===== src/rtl/rf3p_pkg.sv =====
package rf3p_pkg;

  // Number of words a single operand may span (fixed by the width code)
  localparam int unsigned MAX_WORDS = 3;

  typedef enum logic [1:0] {
    WD_ONE   = 2'd0,
    WD_TWO   = 2'd1,
    WD_THREE = 2'd2,
    WD_RSVD  = 2'd3
  } width_e;

  function automatic logic [MAX_WORDS-1:0] word_mask(input width_e wd);
    case (wd)
      WD_ONE:   word_mask = 3'b001;
      WD_TWO:   word_mask = 3'b011;
      WD_THREE: word_mask = 3'b111;
      default:  word_mask = 3'b000;
    endcase
  endfunction

endpackage


===== src/rtl/rf3p_rst_sync.sv =====
module rf3p_rst_sync (
  input  logic clk_i,
  input  logic rst_ni,
  output logic rst_sync_no
);

  logic [1:0] sync_q;
  logic [1:0] sync_d;

  always_comb begin
    sync_d = {sync_q[0], 1'b1};
  end

  always_ff @(posedge clk_i or negedge rst_ni) begin
    if (!rst_ni) begin
      sync_q <= 2'b00;
    end else begin
      sync_q <= sync_d;
    end
  end

  assign rst_sync_no = sync_q[1];

endmodule


===== src/rtl/rf3p_sel_decode.sv =====
module rf3p_sel_decode
  import rf3p_pkg::*;
#(
  parameter int unsigned GPR_N = 16,
  parameter int unsigned SEL_W = 5
) (
  input  logic [SEL_W-1:0]                 sel_i,
  input  width_e                           wd_i,
  input  logic                             mcode_i,
  output logic [MAX_WORDS-1:0][SEL_W-1:0]  idx_o,
  output logic [MAX_WORDS-1:0]             mask_o,
  output logic                             viol_o
);

  localparam logic [SEL_W-1:0] GPR_LIM = SEL_W'(GPR_N);

  logic is_scr;

  always_comb begin
    is_scr = (sel_i >= GPR_LIM);
    for (int k = 0; k < MAX_WORDS; k++) begin
      if (is_scr) begin
        idx_o[k] = sel_i;
      end else begin
        idx_o[k] = SEL_W'((int'(sel_i) + k) % GPR_N);
      end
    end
    mask_o = word_mask(wd_i);
    viol_o = (wd_i == WD_RSVD) || (is_scr && (!mcode_i || (wd_i != WD_ONE)));
  end

endmodule


===== src/rtl/rf3p_rd_port.sv =====
module rf3p_rd_port
  import rf3p_pkg::*;
#(
  parameter int unsigned DATA_W = 16,
  parameter int unsigned DEPTH  = 24,
  parameter int unsigned SEL_W  = 5,
  localparam int unsigned OP_W  = MAX_WORDS * DATA_W
) (
  input  logic [DEPTH-1:0][DATA_W-1:0]      mem_i,
  input  logic [MAX_WORDS-1:0][SEL_W-1:0]   idx_i,
  input  width_e                            wd_i,
  input  logic                              viol_i,
  input  logic [MAX_WORDS-1:0]              byp_en_i,
  input  logic [MAX_WORDS-1:0][SEL_W-1:0]   byp_idx_i,
  input  logic [MAX_WORDS-1:0][DATA_W-1:0]  byp_word_i,
  output logic [OP_W-1:0]                   data_o
);

  logic [MAX_WORDS-1:0][DATA_W-1:0] val;

  // per-word storage fetch with write-first override
  always_comb begin
    for (int k = 0; k < MAX_WORDS; k++) begin
      val[k] = mem_i[idx_i[k]];
      for (int j = 0; j < MAX_WORDS; j++) begin
        if (byp_en_i[j] && (byp_idx_i[j] == idx_i[k])) begin
          val[k] = byp_word_i[j];
        end
      end
    end
  end

  // operand assembly: first word is most significant
  always_comb begin
    data_o = '0;
    if (!viol_i) begin
      case (wd_i)
        WD_ONE:   data_o = OP_W'(val[0]);
        WD_TWO:   data_o = OP_W'({val[0], val[1]});
        WD_THREE: data_o = {val[0], val[1], val[2]};
        default:  data_o = '0;
      endcase
    end
  end

endmodule


===== src/rtl/rf3p_store.sv =====
module rf3p_store
  import rf3p_pkg::*;
#(
  parameter int unsigned DATA_W = 16,
  parameter int unsigned DEPTH  = 24,
  parameter int unsigned SEL_W  = 5
) (
  input  logic                              clk_i,
  input  logic                              rst_ni,
  input  logic                              wr_go_i,
  input  logic [MAX_WORDS-1:0]              mask_i,
  input  logic [MAX_WORDS-1:0][SEL_W-1:0]   idx_i,
  input  logic [MAX_WORDS-1:0][DATA_W-1:0]  word_i,
  output logic [DEPTH-1:0][DATA_W-1:0]      mem_o
);

  logic [DEPTH-1:0][DATA_W-1:0] mem_q;
  logic [DEPTH-1:0][DATA_W-1:0] mem_d;
  logic [DEPTH-1:0]             ent_we;

  // next-state: select which entries take which write word
  always_comb begin
    for (int e = 0; e < DEPTH; e++) begin
      ent_we[e] = 1'b0;
      mem_d[e]  = mem_q[e];
      for (int k = 0; k < MAX_WORDS; k++) begin
        if (wr_go_i && mask_i[k] && (idx_i[k] == SEL_W'(e))) begin
          ent_we[e] = 1'b1;
          mem_d[e]  = word_i[k];
        end
      end
    end
  end

  for (genvar g = 0; g < DEPTH; g++) begin : g_ent
    always_ff @(posedge clk_i or negedge rst_ni) begin
      if (!rst_ni) begin
        mem_q[g] <= '0;
      end else if (ent_we[g]) begin
        mem_q[g] <= mem_d[g];
      end
    end
  end

  assign mem_o = mem_q;

endmodule


===== src/rtl/rf3p_regfile.sv =====
module rf3p_regfile
  import rf3p_pkg::*;
#(
  parameter int unsigned DATA_W = 16,
  parameter int unsigned GPR_N  = 16,
  parameter int unsigned SCR_N  = 8,
  localparam int unsigned DEPTH = GPR_N + SCR_N,
  localparam int unsigned SEL_W = $clog2(DEPTH),
  localparam int unsigned OP_W  = MAX_WORDS * DATA_W
) (
  input  logic              clk_i,
  input  logic              rst_ni,
  input  logic              mcode_i,
  input  logic [SEL_W-1:0]  rd0_sel_i,
  input  logic [1:0]        rd0_wd_i,
  output logic [OP_W-1:0]   rd0_data_o,
  output logic              rd0_err_o,
  input  logic [SEL_W-1:0]  rd1_sel_i,
  input  logic [1:0]        rd1_wd_i,
  output logic [OP_W-1:0]   rd1_data_o,
  output logic              rd1_err_o,
  input  logic              wr_en_i,
  input  logic [SEL_W-1:0]  wr_sel_i,
  input  logic [1:0]        wr_wd_i,
  input  logic [OP_W-1:0]   wr_data_i,
  output logic              wr_err_o
);

  localparam int unsigned NPORT = 3; // 0,1 read; 2 write

  logic                              rst_sync_n;
  logic [NPORT-1:0][SEL_W-1:0]       p_sel;
  width_e                            p_wd   [NPORT];
  logic [NPORT-1:0]                  p_viol;
  logic [MAX_WORDS-1:0][SEL_W-1:0]   p_idx  [NPORT];
  logic [MAX_WORDS-1:0]              p_mask [NPORT];

  logic [DEPTH-1:0][DATA_W-1:0]      mem_q;
  logic [MAX_WORDS-1:0][DATA_W-1:0]  wr_word;
  logic [MAX_WORDS-1:0]              wr_live;
  logic                              wr_go;
  logic [NPORT-2:0][OP_W-1:0]        rd_data;

  rf3p_rst_sync u_rst (
    .clk_i       (clk_i),
    .rst_ni      (rst_ni),
    .rst_sync_no (rst_sync_n)
  );

  assign p_sel = {wr_sel_i, rd1_sel_i, rd0_sel_i};

  always_comb begin
    p_wd[0] = width_e'(rd0_wd_i);
    p_wd[1] = width_e'(rd1_wd_i);
    p_wd[2] = width_e'(wr_wd_i);
  end

  for (genvar p = 0; p < NPORT; p++) begin : g_dec
    rf3p_sel_decode #(
      .GPR_N (GPR_N),
      .SEL_W (SEL_W)
    ) u_dec (
      .sel_i   (p_sel[p]),
      .wd_i    (p_wd[p]),
      .mcode_i (mcode_i),
      .idx_o   (p_idx[p]),
      .mask_o  (p_mask[p]),
      .viol_o  (p_viol[p])
    );
  end

  // split the write operand into words, first word most significant
  always_comb begin
    wr_word = '0;
    case (p_wd[2])
      WD_ONE: begin
        wr_word[0] = wr_data_i[DATA_W-1:0];
      end
      WD_TWO: begin
        wr_word[0] = wr_data_i[2*DATA_W-1:DATA_W];
        wr_word[1] = wr_data_i[DATA_W-1:0];
      end
      WD_THREE: begin
        wr_word[0] = wr_data_i[3*DATA_W-1:2*DATA_W];
        wr_word[1] = wr_data_i[2*DATA_W-1:DATA_W];
        wr_word[2] = wr_data_i[DATA_W-1:0];
      end
      default: wr_word = '0;
    endcase
  end

  always_comb begin
    wr_go   = wr_en_i && !p_viol[2];
    wr_live = wr_go ? p_mask[2] : '0;
  end

  rf3p_store #(
    .DATA_W (DATA_W),
    .DEPTH  (DEPTH),
    .SEL_W  (SEL_W)
  ) u_store (
    .clk_i   (clk_i),
    .rst_ni  (rst_sync_n),
    .wr_go_i (wr_go),
    .mask_i  (p_mask[2]),
    .idx_i   (p_idx[2]),
    .word_i  (wr_word),
    .mem_o   (mem_q)
  );

  for (genvar r = 0; r < NPORT - 1; r++) begin : g_rd
    rf3p_rd_port #(
      .DATA_W (DATA_W),
      .DEPTH  (DEPTH),
      .SEL_W  (SEL_W)
    ) u_rd (
      .mem_i      (mem_q),
      .idx_i      (p_idx[r]),
      .wd_i       (p_wd[r]),
      .viol_i     (p_viol[r]),
      .byp_en_i   (wr_live),
      .byp_idx_i  (p_idx[2]),
      .byp_word_i (wr_word),
      .data_o     (rd_data[r])
    );
  end

  assign rd0_data_o = rd_data[0];
  assign rd1_data_o = rd_data[1];
  assign rd0_err_o  = p_viol[0];
  assign rd1_err_o  = p_viol[1];
  assign wr_err_o   = wr_en_i && p_viol[2];

endmodule


===== config.mk =====
export PLATFORM = sky130hd
export DESIGN_NAME = rf3p_regfile
export DESIGN_NICKNAME = d
export VERILOG_FILES = /design/src/rtl/rf3p_pkg.sv /design/src/rtl/rf3p_rst_sync.sv /design/src/rtl/rf3p_sel_decode.sv /design/src/rtl/rf3p_rd_port.sv /design/src/rtl/rf3p_store.sv /design/src/rtl/rf3p_regfile.sv
export SDC_FILE = /design/constraint.sdc
export NUM_CORES = 2
export LEC_CHECK = 0
export ABC_AREA = 0
export BUFFER_PORTS_ARGS = -buffer_cell sky130_fd_sc_hd__buf_2
export CORE_UTILIZATION = 30
export DETAILED_ROUTE_END_ITERATION = 6
export PLACE_DENSITY_LB_ADDON = 0.25
export SETUP_SLACK_MARGIN = 0.05
export SLEW_MARGIN = 20
export SYNTH_ARGS = -nofsm -noshare
export SYNTH_HDL_FRONTEND = slang
export SYNTH_HIERARCHICAL = 1
export SYNTH_SLANG_ARGS = --single-unit

===== constraint.sdc =====
create_clock -name clk_i -period 27.9 [get_ports clk_i]
set_input_delay 1.395 -clock clk_i [delete_from_list [all_inputs] [get_ports clk_i]]
set_output_delay 1.395 -clock clk_i [all_outputs]
set_load 0.01 [all_outputs]

==> impl_results.md <==
- Status: finished, violations left
- Failing checks: DRC
- Internal power: 1870 uW
- HP Class: flip-flop to flip-flop
- CP startpoint kind: input port
- Top Ports: 172
- Area after DPL: 50,000 um^2
- Lkg Pwr: 0.0214 uW
- Pwr Total: 3580 uW
- Fill cell count: 15,600
- CP max-delay cell: buf_4
- Clock transition at path regs: 0.06 ns
- Via Count: 50,000
- Switching fraction of total power: 47.9%
- Top cell by count, worst path: buf_4
- Htree depth: 2
- Sw power: 1720 uW
- Final cycle utilization of the critical path: 29.1%
- Worst hold start: u_rst/sync_q[0]
- # Post-CTS Setup Buffers: 0
- First-pass GRT wire length: 429,000 um
- Clock tree buffer depth: 3
- Cts hold-fix bufs: 0
- Placed cell count: 6,579
- Worst-Margin Slew: 1.38 ns
- Combinational power share: 45.8%
- Max-cap viol count: 0
- Crit path DAT: 6.73 ns
- Clock power share: 20.2%
- Required time worst endpoint: 26.50 ns
- Die Y: 398 um
- Rows: 144
- TritonCTS Buffers: 52
- IO buf count: 171
- Vias per cell: 7.48
- DR DRC count: 93
- Yosys Warn Count: 6
- Hold_ws: 0.347 ns
- GR Overflow Total: 0
- Synth-to-Final Area Change: 10.3%
- Most frequent cells in the layout: mux4_2, mux2i_1, nor2_1
- Vias in the first global route: 45,600
- Final Max Slew Viols: 0
- Routed Wire Length: 322,000 um
- CP peak stage delay: 0.74 ns
- Die area: 158,000 um^2
- Post-route cell area: 51,800 um^2
- Number of DRC markers in iteration 0: 9,768
- Initial antenna violation count: 20
- Worst Skew: 0.0229 ns
- Worst vdd ir: 0.0507 mV
- Clock Latency Late Sink: 0.69 ns
- DR pass1 iterations: 7
- Endpoints failing hold: 0
- CP Class: input port to output port
- Most common cell after layout, fill and taps aside: mux4_2
- Final cell count without fillers: 6,684
- Cells along the critical path: buf_8 > buf_4 > buf_4 > buf_4 > mux4_2 > a22o_1 > a21oi_1 > o2111ai_1 > o211a_1 > a221oi_1 > o22ai_1 > buf_2
- Pwr dens: 69.2 nW/um^2
- Largest net degree at the start of global routing: 92
- Count of final setup violators: 0
- Max transition margin: 7.56%
- RSZ-0062 raised after global routing: no
- Setup crit end kind: output port
- Gr usage total: 39.5%
- TNS Setup: 0 ns
- Final #Nets: 4,684
- Post-synthesis cell area: 46,900 um^2
- Critical-path maximum fanout: 56
- Post-synthesis cell count: 4,700
- FF-to-FF Start: u_rst/sync_q[1]
- Synth Area per Inst: 9.99 um^2
- Detailed placement HPWL: 224,000 um
- Reg power frac: 34.0%
- CORE AREA: 155,000 um^2
- Die W: 398 um
- Root buffer cell: clkbuf_16
- ANT nets after route: 0
- FMAX: 123 MHz
- Min Tclk post-route: 8.12 ns
- Initial Utilization: 30.3%
- CTS tree: built
- CP startpoint: rd1_sel_i[0]
- RD Place Congestion: 1.05
- Routed len/inst: 48.2 um
- Proportion of layout cells with a drive suffix above 1: 27.0%
- Clock sink count: 386
- Net Count, Synth: 4,794
- CTS resizes: 0
-- flip-flops by register name, indices dropped and copies added, names as in the netlist --
signal	count
u_store/mem_o	384
u_rst/sync_q	2
-- path summary, 6_finish.rpt --
check	endpoint	slack [ns]	depth (start not counted)
min	u_rst/sync_q[1]	0.35	0
max in group asynchronous	u_store/mem_o[203]	24.34	3
max	rd1_data_o[25]	19.78	12
max reg2reg	u_store/mem_o[203]	24.34	3
min in group asynchronous	u_store/mem_o[66]	0.44	0
min reg2reg	u_rst/sync_q[1]	0.35	0
-- worst max-delay path: cells and delay by family --
kind / cells / cell delay, ns
buffers and inverters: 5 / 2.79
AO/OA/AOI/OAI: 6 / 1.78
multiplexers: 1 / 0.59
-- per-stage QoR --
step,worst slack [ns],util (%)
after floorplan,16.35,-
after global placement,19.94,32.3
after detailed placement,19.92,32.3
after CTS,19.92,33.4
after global routing,19.45,33.4
final,19.78,33.4
-- routing by layer --
| layer | track usage (%) | routed length (um) |
|---|---|---|
| met5 | 0 | 130 |
| met4 | 23.4 | 24600 |
| met3 | 16.2 | 48000 |
| met2 | 56.4 | 131000 |
| met1 | 49.8 | 118000 |
-- area by class of cell --
class                      instances  area (um^2)  share of cell area (%)
inverter                         341         1280                    2.47
multi-input combinational       3403        33900                    65.4
timing repair buffer             406         2670                    5.16
tap                             2044         2560                    4.94
clock buffer                      70         1410                    2.72
clock inverter                    26          309                   0.597
antenna                            8         20.0                  0.0387
sequential                       386         9660                    18.7
-- power groups by stage --
stage	Combinational [uW]	Clock (uW)	Sequential, uW
final	1640	725	1220
after floorplan	1040	0	929
after detailed placement	1560	0	1180
after CTS	1560	724	1170
after global routing	1660	741	1210
after global placement	1550	0	1170
(Power assumes the default switching activity.)
